File: src/rtl/u9f_pkg.sv
package u9f_pkg;

  typedef struct packed {
    logic mark_en;
    logic cmp_off;
    logic id_en;
    logic pol;
    logic buf_on;
  } u9f_flags_t;

  typedef enum logic [1:0] {
    V_DROP  = 2'd0,
    V_PASS  = 2'd1,
    V_HIT   = 2'd2,
    V_MISS  = 2'd3
  } u9f_verdict_t;

  function automatic logic flags_conflict(input u9f_flags_t f);
    logic id_bad;
    logic buf_bad;
    id_bad  = f.id_en && (!f.mark_en || f.cmp_off);
    buf_bad = f.buf_on && (f.id_en || f.cmp_off);
    return id_bad || buf_bad;
  endfunction

endpackage

File: src/rtl/u9f_cfg_reg.sv
module u9f_cfg_reg
  import u9f_pkg::*;
#(
  parameter int PAY_W = 8
) (
  input  logic             clk,
  input  logic             rst,
  input  logic             run_mode,
  input  logic             wr,
  input  u9f_flags_t       flags_in,
  input  logic [PAY_W-1:0] id_in,
  output u9f_flags_t       flags_q,
  output logic [PAY_W-1:0] id_q,
  output logic             err_q
);

  logic wr_ok;
  assign wr_ok = wr && !run_mode;

  always_ff @(posedge clk) begin
    if (rst) begin
      flags_q <= '0;
      id_q    <= '0;
      err_q   <= 1'b0;
    end else if (wr_ok) begin
      flags_q <= flags_in;
      id_q    <= id_in;
      err_q   <= flags_conflict(flags_in);
    end
  end

endmodule

File: src/rtl/u9f_classify.sv
module u9f_classify
  import u9f_pkg::*;
#(
  parameter int PAY_W = 8
) (
  input  logic [PAY_W:0]   frame,
  input  u9f_flags_t       flags,
  input  logic [PAY_W-1:0] id,
  input  logic             window_open,
  output u9f_verdict_t     verdict
);

  logic marked;
  logic id_eq;

  assign marked = (frame[PAY_W] == flags.pol);
  assign id_eq  = (frame[PAY_W-1:0] == id);

  always_comb begin
    verdict = V_DROP;
    if (!flags.mark_en || flags.cmp_off) begin
      verdict = V_PASS;
    end else if (!flags.id_en) begin
      verdict = marked ? V_PASS : V_DROP;
    end else if (marked) begin
      verdict = id_eq ? V_HIT : V_MISS;
    end else begin
      verdict = window_open ? V_PASS : V_DROP;
    end
  end

endmodule

File: src/rtl/u9f_gate.sv
module u9f_gate
  import u9f_pkg::*;
#(
  parameter int PAY_W = 8
) (
  input  logic             clk,
  input  logic             rst,
  input  logic             run_mode,
  input  logic             rx_vld,
  input  logic [PAY_W:0]   rx_data,
  input  logic             err,
  input  u9f_verdict_t     verdict,
  output logic             window_open,
  output logic             out_vld,
  output logic [PAY_W-1:0] out_data,
  output logic             out_mark,
  output logic             id_hit
);

  logic take;
  logic deliver;
  assign take    = rx_vld && run_mode && !err;
  assign deliver = take && ((verdict == V_PASS) || (verdict == V_HIT));

  always_ff @(posedge clk) begin
    if (rst) begin
      window_open <= 1'b0;
      out_vld     <= 1'b0;
      out_data    <= '0;
      out_mark    <= 1'b0;
      id_hit      <= 1'b0;
    end else begin
      out_vld <= deliver;
      id_hit  <= take && (verdict == V_HIT);
      if (deliver) begin
        out_data <= rx_data[PAY_W-1:0];
        out_mark <= rx_data[PAY_W];
      end
      if (!run_mode) begin
        window_open <= 1'b0;
      end else if (take && verdict == V_HIT) begin
        window_open <= 1'b1;
      end else if (take && verdict == V_MISS) begin
        window_open <= 1'b0;
      end
    end
  end

endmodule

File: src/rtl/uart9_addr_filter.sv
module uart9_addr_filter
  import u9f_pkg::*;
#(
  parameter int PAY_W = 8
) (
  input  logic             clk,
  input  logic             rst,
  input  logic             run_mode,
  input  logic             cfg_wr,
  input  logic             cfg_mark_en,
  input  logic             cfg_cmp_off,
  input  logic             cfg_id_en,
  input  logic             cfg_pol,
  input  logic             cfg_buf_on,
  input  logic [PAY_W-1:0] cfg_id,
  input  logic             rx_vld,
  input  logic [PAY_W:0]   rx_data,
  output logic             out_vld,
  output logic [PAY_W-1:0] out_data,
  output logic             out_mark,
  output logic             id_hit,
  output logic             cfg_err
);

  u9f_flags_t       flags_in;
  u9f_flags_t       flags_q;
  logic [PAY_W-1:0] id_q;
  logic             window_open;
  u9f_verdict_t     verdict;

  assign flags_in = '{mark_en: cfg_mark_en, cmp_off: cfg_cmp_off,
                      id_en: cfg_id_en, pol: cfg_pol, buf_on: cfg_buf_on};

  u9f_cfg_reg #(.PAY_W(PAY_W)) u_cfg (
    .clk      (clk),
    .rst      (rst),
    .run_mode (run_mode),
    .wr       (cfg_wr),
    .flags_in (flags_in),
    .id_in    (cfg_id),
    .flags_q  (flags_q),
    .id_q     (id_q),
    .err_q    (cfg_err)
  );

  u9f_classify #(.PAY_W(PAY_W)) u_cls (
    .frame       (rx_data),
    .flags       (flags_q),
    .id          (id_q),
    .window_open (window_open),
    .verdict     (verdict)
  );

  u9f_gate #(.PAY_W(PAY_W)) u_gate (
    .clk         (clk),
    .rst         (rst),
    .run_mode    (run_mode),
    .rx_vld      (rx_vld),
    .rx_data     (rx_data),
    .err         (cfg_err),
    .verdict     (verdict),
    .window_open (window_open),
    .out_vld     (out_vld),
    .out_data    (out_data),
    .out_mark    (out_mark),
    .id_hit      (id_hit)
  );

endmodule

File: config.mk
export PLATFORM = sky130hd
export DESIGN_NAME = uart9_addr_filter
export DESIGN_NICKNAME = d
export VERILOG_FILES = /design/src/rtl/u9f_pkg.sv /design/src/rtl/u9f_cfg_reg.sv /design/src/rtl/u9f_classify.sv /design/src/rtl/u9f_gate.sv /design/src/rtl/uart9_addr_filter.sv
export SDC_FILE = /design/constraint.sdc
export NUM_CORES = 1
export LEC_CHECK = 0
export ABC_AREA = 1
export BUFFER_PORTS_ARGS = -buffer_cell sky130_fd_sc_hd__buf_2
export CAP_MARGIN = 5
export CORE_ASPECT_RATIO = 1.75
export CORE_UTILIZATION = 50
export CTS_BUF_LIST = sky130_fd_sc_hd__clkbuf_16
export DETAILED_ROUTE_END_ITERATION = 8
export PLACE_DENSITY = 0.76
export SYNTH_ARGS = -nofsm -noshare
export SYNTH_HDL_FRONTEND = slang
export SYNTH_HIERARCHICAL = 1
export SYNTH_SLANG_ARGS = --single-unit
File: constraint.sdc
create_clock -name clk -period 2.7 [get_ports clk]
set_clock_uncertainty 0.2 [all_clocks]
set_input_delay 0.405 -clock clk [delete_from_list [all_inputs] [get_ports clk]]
set_output_delay 0.405 -clock clk [all_outputs]
set_load 0.03 [all_outputs]
== Yosys cells after proc, flatten, opt, wreduce, memory -nomap -nowiden ==
Index checks and enable logic that the tools add are counted.

* Equality and inequality tests: 5
* Mux-type cells: 8
* Bitwise logic cells: 1
* Reductions and logical operators: 19

{| class="wikitable"
|+ Operator list
! cell !! number
|-
| $eq A8 B8 Y1 || 1
|-
| $logic_and A1 B1 Y1 || 8
|-
| $mux W2 || 3
|-
| $logic_or A1 B1 Y1 || 5
|-
| $mux W1 || 5
|-
| $eq A2 B2 Y1 const B || 2
|-
| $logic_not A1 Y1 || 4
|-
| $eq A2 B1 Y1 const B || 1
|-
| $reduce_bool A2 Y1 || 1
|-
| $reduce_or A2 Y1 || 1
|-
| $eq A1 B1 Y1 || 1
|-
| $not A1 Y1 || 1
|}

* Flip-flop bits (word level): 25
* Bits of input ports: 27
* Output and inout bits: 12
* Logic and storage cells: 44

== Logic depth before layout (Yosys ltp) ==
Gate-level depths: netlist of run 1.

* Depth after elaboration: 9
* Gate-level depth with buffers: 14
* Gate-level depth less buffers: 14

== Modules after synthesis ==
The synthesis of run 1 kept the hierarchy.

{| class="wikitable"
|+ Modules (own cells, without submodules)
! module !! times used !! cells an instance !! area each (µm²) !! sequential area each (µm²)
|-
| u9f_cfg_reg || 1 || 68 || 599.3 || 280.3
|-
| u9f_gate || 1 || 73 || 526.8 || 240.2
|-
| u9f_classify || 1 || 45 || 192.7 || 0.0
|}

== Least setup slack after synthesis of run 1 ==
OpenSTA, ideal clock, no wires.

* Kind: input -> register
* Start point: in rx_data[8]
* End point: reg u_gate.out_data[0]
* Setup time: 64 ps
* Data arrival time: 1675 ps
* Required time: 2436 ps
* Slack: 761 ps
* Stages: 10
* Path buffers: 0
* Path through: xor2_1 nor2_1 nand3_1 nand2_1 nand2_1 inv_1 ha_1 nor3_4 nor2_1 nor2_1

* Word-level cells in the longest chain between the ends: 7
* Elaborated cells between the ends (all ways): 9
* Those cells by class: eq/ne: 3; mux: 4; reduce/logical: 2

{| class="wikitable"
|+ RTL lines
! item !! line !! RTL
|-
| from (decl) || uart9_addr_filter.sv:17 || <nowiki>input logic [PAY_W:0] rx_data,</nowiki>
|-
| $eq A1 B1 Y1 * || u9f_classify.sv:16 || <nowiki>assign marked = (frame[PAY_W] == flags.pol);</nowiki>
|-
| $mux W1 or $mux W2 (tied branches) || u9f_classify.sv:24, u9f_classify.sv:25 ||
|-
| $mux W2 * || u9f_classify.sv:23 || <nowiki>end else if (!flags.id_en) begin</nowiki>
|-
| $mux W2 * || u9f_classify.sv:21 || <nowiki>if (!flags.mark_en || flags.cmp_off) begin</nowiki>
|-
| via verdict[0] || uart9_addr_filter.sv:29 || <nowiki>u9f_verdict_t verdict;</nowiki>
|-
| $eq A2 B1 Y1 or $eq A2 B2 Y1 (tied branches) || u9f_gate.sv:23 || <nowiki>assign deliver = take && ((verdict == V_PASS) || (verdict == V_HIT));</nowiki>
|-
| $logic_or A1 B1 Y1 * || u9f_gate.sv:23 ||
|-
| $logic_and A1 B1 Y1 * || u9f_gate.sv:23 ||
|-
| to (signal assigned) || u9f_gate.sv:36 || <nowiki>out_data <= rx_data[PAY_W-1:0];</nowiki>
|-
| to (decl) || u9f_gate.sv:15 || <nowiki>output logic [PAY_W-1:0] out_data,</nowiki>
|}

Mark *: on every way through the listed nets, which the timed path passes. The rest lies on a longest branch.
A chain may end at the register's enable or synchronous reset.

== Worst setup path after layout of run 1 ==
* Start point: reg, netlist name u_cfg/flags_q[1]
* End point: reg u_gate.out_data[4]

* Word-level cells in the longest chain between the ends: 7
* Elaborated cells between the ends (all ways): 9
* Those cells by class: eq/ne: 3; mux: 4; reduce/logical: 2

{| class="wikitable"
|+ RTL lines
! item !! line
|-
| $eq A1 B1 Y1 * || u9f_classify.sv:16
|-
| $mux W1 or $mux W2 (tied branches) || u9f_classify.sv:24, u9f_classify.sv:25
|-
| $mux W2 * || u9f_classify.sv:23
|-
| $mux W2 * || u9f_classify.sv:21
|-
| via verdict[0] || uart9_addr_filter.sv:29
|-
| $eq A2 B1 Y1 or $eq A2 B2 Y1 (tied branches) || u9f_gate.sv:23
|-
| $logic_or A1 B1 Y1 * || u9f_gate.sv:23
|-
| $logic_and A1 B1 Y1 * || u9f_gate.sv:23
|}

Marks and branches as above.

==> results of run 1 <==
-- layer usage --
metal	up-vias	GRT usage, %	share of wire, %
met2	28	37.2	57
met4	0	10.4	1.6
li1	627	-	-
met3	4	3.22	3.7
met1	512	21.1	38
met5	-	0	0
-- report_power, final --
part | total [mW] | switching, mW | leakage [nW] | internal [mW]
clock | 0.311 | 0.113 | 0.0423 | 0.197
combinational | 0.146 | 0.0926 | 0.532 | 0.0537
sequential | 0.402 | 0.0127 | 0.205 | 0.389
-- critical path, delay by kind of cell, from the launching register on --
kind	cells	cell delay, ps
XOR/XNOR	1	240
adder cells (fa/ha/maj)	1	350
buffers and inverters	1	50
flip-flops	1	340
AND/OR/NAND/NOR	7	820
-- flip-flops by register name, indices dropped and copies added, names as in the netlist --
name and cells:
u_cfg/err_q 1, u_cfg/flags_q 4, u_cfg/id_q 8, u_gate/id_hit 1, u_gate/out_data 8, u_gate/out_mark 1, u_gate/out_vld 1, u_gate/window_open 1
-- layout make-up --
cell class                      count  area (um^2)  area share, %
Multi-Input combinational cell    124          636           40.9
Clock inverter                      1         3.75          0.241
Sequential cell                    25          500           32.2
Inverter                           30          118           7.56
Tap cell                           26         32.5           2.09
Timing Repair Buffer               38          190           12.2
Clock buffer                        3         75.1           4.83
-- cell usage in the layout (no fill, tap or decap), drive strengths merged, types with 3 or more instances in the layout --
| cell type | count |
|---|---|
| nor2 | 24 |
| clkbuf | 3 |
| nand2 | 64 |
| nand3 | 11 |
| dfxtp | 25 |
| buf | 38 |
| inv | 29 |
| a21oi | 14 |
| xnor2 | 3 |
-- final timing paths --
check	start	end	slack, ps	cells after the start
worst min register to register	u_gate/window_open	u_gate/window_open	270	2
worst max register to register	u_cfg/flags_q[1]	u_gate/out_data[4]	640	10
worst min-delay path	cfg_id[3]	u_cfg/id_q[3]	200	3
worst max-delay path	u_cfg/flags_q[1]	u_gate/out_data[4]	640	10
-- stage by stage --
stage	instance area [um^2]	cells	utilization, %	power, mW
floorplan	1290	182	-	0.511
CTS	1560	247	63.2	0.871
global route	1560	247	63.2	0.905
finish	1560	247	63.2	0.859
detailed placement	1480	243	60.0	0.557
global placement	1480	243	60.0	0.554
==> run_results.csv, run 1 <==
group,metric,value,unit
cts,cts_sinks,25,
power,worst_ir_drop_vdd,289,uV
critical_path,crit_fanout,9,
die,die_w,40.3,um
critical_path,worstPathCellList,"xor2_1 -> nor2_1 -> nand3_1 -> nand2_1 -> nand2_1 -> inv_1 -> ha_1 -> nor3_4 -> nor2_1 -> nor2_1",
route,firstDrtPassIters,4,
grt,grt_pass1_wl,4290,um
die,ioPinCount,39,
synth,syn_nets,211,
timing,worstMarginPinSlew,387,ps
cts,cts_resized,0,
route,dr_total_vias,1171,
placement,dp_slack,447,ps
grt,antenna_found_initial,0,
critical_path,worstSetupPathType,"flip-flop to flip-flop",
synth,syn_area,0.00129,mm^2
hold_path,min_path_type,"input port to flip-flop",
timing,whs,195,ps
cts,cts_buffer_depth,2,
timing,finalSetupViolCount,0,
placement,io_buffers,38,
route,finalWirelength,2390,um
power,power_density,552,mW/mm^2
final_layout,n_antenna_cell,0,
cts,cts_buffers,3,
cts,postCtsHoldBufs,0,
grt,grt_start_max_net_pins,17,
critical_path,cp-start-kind,"flip-flop",
timing,final-hold-violation-count,0,
run_status,status,"completed",
synth,syn_avg_cell_area,7.07,um^2
placement,dp_hpwl,1890,um
cts,htreeDepth,1,
synth,synthCells,182,
timing,setup_slack,636,ps
critical_path,critPathSlowestCell,"ha_1",
cts,post_cts_buffers,0,
route,drc_errors,0,
timing,rsz0062_at_grt,"false",
final_layout,syn_to_final_growth,20.9,%
cts,insertion_delay,250,ps
synth,ys_warn_count,6,
timing,finalCriticalPeriod,2060,ps
critical_path,arrival,2050,ps
timing,finalSetupTns,0,ps
route,vias_per_cell,4.74,
cts,cts_tree,"yes",
final_layout,nFillCells,258,
timing,slew_headroom,74.0,%
placement,gp_congestion,0.715,
cts,root_buffer,"clkbuf_16",
grt,grt_use_total,21.0,%
die,core,0.00246,mm^2
final_layout,drive_gt1_share,30.3,%
final_layout,nets,251,
timing,fmax,485,MHz
grt,overflow,0,
die,dieArea,0.00279,mm^2
die,start_util,52.2,%
critical_path,crit_path_end_kind,"flip-flop",
grt,grt_pass1_vias,1127,
route,ant_nets,0,
power,power_leakage,0.779,nW
timing,finalCritPeriodShare,76.4,%
die,die_h,69.1,um
cts,clk_transition_reported_paths,60,ps
run,drv_cap,0,
critical_path,critPathRequiredTime,2690,ps
timing,final_max_slew_viol_count,0,
critical_path,crit_top_cell,"nor2_1",
route,drt_iter0_markers,10,
die,rows,24,
critical_path,cpPeakStageDelay,350,ps
route,wl_per_cell,9.69,um
No activity file was read; power rests on OpenSTA's default activity.
==> run 2, diff against run 1 <==
--- a/config.mk
+++ b/config.mk
@@ -5,14 +5,14 @@
 export SDC_FILE = /design/constraint.sdc
 export NUM_CORES = 1
 export LEC_CHECK = 0
-export ABC_AREA = 1
+export ABC_AREA = 0
 export BUFFER_PORTS_ARGS = -buffer_cell sky130_fd_sc_hd__buf_2
 export CAP_MARGIN = 5
 export CORE_ASPECT_RATIO = 1.75
-export CORE_UTILIZATION = 50
+export CORE_UTILIZATION = 44
 export CTS_BUF_LIST = sky130_fd_sc_hd__clkbuf_16
 export DETAILED_ROUTE_END_ITERATION = 8
-export PLACE_DENSITY = 0.76
+export PLACE_DENSITY = 0.72
 export SYNTH_ARGS = -nofsm -noshare
 export SYNTH_HDL_FRONTEND = slang
 export SYNTH_HIERARCHICAL = 1
==> constraint.sdc (replaced) <==
create_clock -name clk -period 1.7 [get_ports clk]
set_clock_uncertainty 0.2 [all_clocks]
set_input_delay 0.255 -clock clk [delete_from_list [all_inputs] [get_ports clk]]
set_output_delay 0.255 -clock clk [all_outputs]
set_load 0.03 [all_outputs]
==> run_results.csv, run 2 <==
group,metric,value,unit
synth,syn_avg_cell_area,9.18,um^2
timing,final_max_slew_viol_count,0,
hold_path,min_path_cells,3,
power,worst_ir_drop_vdd,741,uV
critical_path,critPathRequiredTime,1680,ps
timing,finalSetupTns,-5650,ps
route,vias_per_cell,4.91,
critical_path,crit_path_end_kind,"flip-flop",
die,dieArea,0.00287,mm^2
final_layout,drive_gt1_share,40.1,%
cts,cts_buffer_depth,2,
critical_path,arrival,2240,ps
route,ant_nets,0,
final_layout,top_regs,"u_cfg/id_q: 8 flops, u_gate/out_data: 8 flops, u_cfg/flags_q: 4 flops",
synth,syn_area,0.00117,mm^2
placement,gp_congestion,0.688,
cts,root_buffer,"clkbuf_16",
final_layout,post-route-cell-area,0.00162,mm^2
grt,overflow,0,
timing,finalCriticalPeriod,2260,ps
grt,grt_use_total,20.4,%
die,rows,24,
synth,synthCells,127,
timing,rsz0062_at_grt,"true",
run_status,status,"complete, but fails checks",
die,start_util,46.8,%
die,core,0.00249,mm^2
final_layout,mostFrequentLayoutCell,"buf_2",
route,drt_iter0_markers,16,
cts,cts_tree,"yes",
grt,grt_pass1_vias,977,
critical_path,cp-start-kind,"flip-flop",
cts,postCtsHoldBufs,0,
timing,slew_headroom,69.1,%
timing,finalCritPeriodShare,133,%
timing,whs,27.5,ps
timing,setup_slack,-565,ps
final_layout,fin_util,65.1,%
cts,clk_transition_reported_paths,60,ps
critical_path,crit_fanout,5,
power,power.total,1.36,mW
cts,cts_buffers,3,
final_layout,fin_cells,198,
run,drv_cap,0,
final_layout,nets,202,
route,firstDrtPassIters,4,
critical_path,reg2regPathDepth,8,
run_status,violations,"setup timing",
placement,dp_slack,-588,ps
placement,dp_hpwl,1850,um
cts,insertion_delay,250,ps
die,die_h,70.1,um
timing,finalSetupViolCount,11,
timing,fmax,442,MHz
placement,postPlaceCellArea,0.00141,mm^2
final_layout,n_antenna_cell,0,
hold_path,min_path_type,"input port to flip-flop",
cts,cts_sinks,25,
die,ioPinCount,39,
power,power_density,841,mW/mm^2
timing,worstMarginPinSlew,464,ps
synth,syn_nets,156,
critical_path,worstSetupPathType,"flip-flop to flip-flop",
route,dr_total_vias,972,
placement,io_buffers,38,
power,power_leakage,0.713,nW
route,finalWirelength,2640,um
cts,htreeDepth,1,
die,die_w,40.9,um
placement,dp_cells,191,
final_layout,layout_common_cells,"buf_2 (38), nand2_1 (24), dfxtp_1 (21), nand2b_1 (19), a21oi_1 (12)",
grt,grt_pass1_wl,4180,um
timing,final-hold-violation-count,0,
synth,ys_warn_count,6,
grt,grt_start_max_net_pins,35,
grt,antenna_found_initial,0,
final_layout,syn_to_final_growth,39.1,%
route,wl_per_cell,13.4,um
route,drc_errors,0,
[run 2: worst paths after layout]
path / from / to / slack [ps]
max: u_cfg/id_q[3] / u_gate/out_data[5] / -560
min: cfg_id[6] / u_cfg/id_q[6] / 30
max reg2reg: u_cfg/id_q[3] / u_gate/out_data[5] / -560
min reg2reg: u_cfg/id_q[5] / u_cfg/id_q[5] / 270
[run 2: final cells by class]
type,instances,area (um^2)
inverters,2,7.51
flip-flops and latches,25,505
well taps,26,32.5
clock inverters,1,5.00
repair buffers,47,298
fillers,211,871
clock buffers,3,75.1
multi-input cells,94,698
[run 2: worst max-delay path, cell delays in order, from the launching register on]
cell and delay, ps:
dfxtp_2 330, xor2_2 160, nor4_4 350, a31oi_2 160, inv_1 80, ha_1 230
and4bb_4 370, buf_16 130, mux2i_1 190
[run 2: metal layers]
layer,track usage (%),vias up,share of wire [%]
li1,-,507,-
met1,23.2,444,39
met2,35.4,19,58
met3,3.17,2,2.5
met4,6.67,0,0.79
met5,0,-,0
[run 2: timing repair]
item,4_1_cts,5_1_grt
setup buffers,5,0
gates resized for setup,11,9
endpoints found under the setup margin,12,12
pin swaps,7,7
gates cloned,1,0
endpoints found under the hold margin,0,0
[run 2: report_power, final]
group          internal [mW]  total (mW)  leakage (nW)  switching, mW
logic                  0.105       0.225         0.467          0.120
registers              0.614       0.632         0.206         0.0182
clock network          0.316       0.506        0.0409          0.190
==> run 3, diff against run 2 <==
--- a/config.mk
+++ b/config.mk
@@ -8,11 +8,14 @@
 export ABC_AREA = 0
 export BUFFER_PORTS_ARGS = -buffer_cell sky130_fd_sc_hd__buf_2
 export CAP_MARGIN = 5
+export CELL_PAD_IN_SITES_DETAIL_PLACEMENT = 1
+export CELL_PAD_IN_SITES_GLOBAL_PLACEMENT = 2
 export CORE_ASPECT_RATIO = 1.75
-export CORE_UTILIZATION = 44
+export CORE_UTILIZATION = 26
 export CTS_BUF_LIST = sky130_fd_sc_hd__clkbuf_16
 export DETAILED_ROUTE_END_ITERATION = 8
-export PLACE_DENSITY = 0.72
+export PLACE_DENSITY_LB_ADDON = 0.05
+export SKIP_LAST_GASP = 1
 export SYNTH_ARGS = -nofsm -noshare
 export SYNTH_HDL_FRONTEND = slang
 export SYNTH_HIERARCHICAL = 1
==> run_results.csv, run 3 (synthesis gave the netlist of run 2 again) <==
group,metric,value,unit
run_status,status,"complete, but fails checks",
run_status,violations,"setup timing",
final_layout,drive_gt1_share,37.4,%
route,wl_per_cell,13.6,um
die,rows,31,
placement,io_buffers,38,
grt,grt_use_total,13.4,%
cts,cts_sinks,25,
grt,grt_pass1_vias,1055,
cts,root_buffer,"clkbuf_16",
timing,finalCritPeriodShare,132,%
cts,cts_buffer_depth,2,
final_layout,fin_util,38.1,%
route,drc_errors,0,
cts,cts_tree,"yes",
route,drt_iter0_markers,21,
power,power_leakage,0.702,nW
hold_path,min_path_type,"input port to flip-flop",
grt,overflow,0,
critical_path,arrival,2230,ps
cts,htreeDepth,1,
route,top_layer_used,"met4",
run,drv_cap,0,
power,power_density,857,mW/mm^2
timing,finalSetupViolCount,11,
critical_path,crit_path_end_kind,"flip-flop",
timing,fmax,447,MHz
final_layout,layout_common_cells,"buf_2 (38), nand2_1 (24), dfxtp_1 (22), nand2b_1 (19), a21oi_1 (12)",
die,core,0.00423,mm^2
timing,setup_slack,-536,ps
route,vias_per_cell,4.61,
critical_path,critPathRequiredTime,1690,ps
timing,slew_headroom,65.2,%
route,finalWirelength,3000,um
timing,finalCriticalPeriod,2240,ps
timing,whs,24.5,ps
die,die_w,52.6,um
die,die_h,90.6,um
final_layout,nets,201,
final_layout,n_antenna_cell,0,
die,ioPinCount,39,
placement,dp_hpwl,2160,um
route,wl_met3,105,um
cts,cts_buffers,3,
power,worst_ir_drop_vdd,421,uV
critical_path,worstSetupPathType,"flip-flop to flip-flop",
route,ant_nets,0,
die,start_util,27.6,%
final_layout,mostFrequentLayoutCell,"buf_2",
cts,clk_transition_reported_paths,60,ps
final_layout,syn_to_final_growth,38.2,%
critical_path,cp-start-kind,"flip-flop",
route,dr_wl_met2,1620,um
final_layout,post-route-cell-area,0.00161,mm^2
grt,grt_pass1_wl,4750,um
timing,rsz0062_at_grt,"true",
critical_path,r2r_setup_slack,-540,ps
route,dr_total_vias,1015,
timing,worstMarginPinSlew,522,ps
placement,gp_congestion,0.693,
grt,antenna_found_initial,0,
route,wl_met1,1200,um
grt,grt_start_max_net_pins,35,
timing,final_max_slew_viol_count,0,
die,dieArea,0.00477,mm^2
critical_path,crit_fanout,5,
route,firstDrtPassIters,4,
timing,final-hold-violation-count,0,
final_layout,top_regs,"u_cfg/id_q: 8 flops, u_gate/out_data: 8 flops, u_cfg/flags_q: 4 flops",
cts,insertion_delay,260,ps
placement,postPlaceCellArea,0.00144,mm^2
## run 3: metal layers
metal	vias to the layer above	global-route usage (%)
li1	509	-
met1	474	14.3
met2	27	23.5
met3	5	2.36
met4	0	7.24
met5	-	0
## run 3: cell type report
type | instances | area [um^2]
Tap cell | 49 | 61.3
Inverter | 2 | 7.51
Clock inverter | 1 | 5.00
Multi-Input combinational cell | 94 | 678
Clock buffer | 3 | 75.1
Sequential cell | 25 | 504
Timing Repair Buffer | 46 | 280
Fill cell | 516 | 2620
## run 3: worst paths after layout
path / startpoint / end / cells after the start
worst max-delay path: u_cfg/flags_q[1] / u_gate/out_data[0] / 8
worst min-delay path: cfg_id[3] / u_cfg/id_q[3] / 3
worst max register to register: u_cfg/flags_q[1] / u_gate/out_data[0] / 8
worst min register to register: u_cfg/id_q[3] / u_cfg/id_q[3] / 2
## run 3: timing repair
action	CTS	global route
endpoints found under the setup margin	12	12
pin swaps	2	8
gates cloned	0	1
hold buffers	0	0
resized for setup	2	11
setup buffers	0	1
## run 3: critical path: stages (launching register included)
cell and delay, ps:
dfxtp_1 330, xnor2_1 150, and4b_1 210, a31oi_1 240
inv_1 70, ha_1 270, and4bb_4 380, clkbuf_16 160
mux2i_1 160
## run 3: through the flow
stage	setup WS (ps)	setup TNS [ps]	std cells	total power, mW
after global placement	-512	-5310	214	0.836
after detailed placement	-550	-5740	214	0.842
after CTS	-520	-5310	218	1.38
after floorplan	-254	-2480	127	0.760
after global routing	-629	-6260	220	1.46
final	-536	-5270	220	1.38
## run 3: power by group
group	switching (mW)	internal (mW)	leakage [nW]
sequential	0.0172	0.614	0.205
clock	0.215	0.317	0.0409
combinational	0.118	0.100	0.455
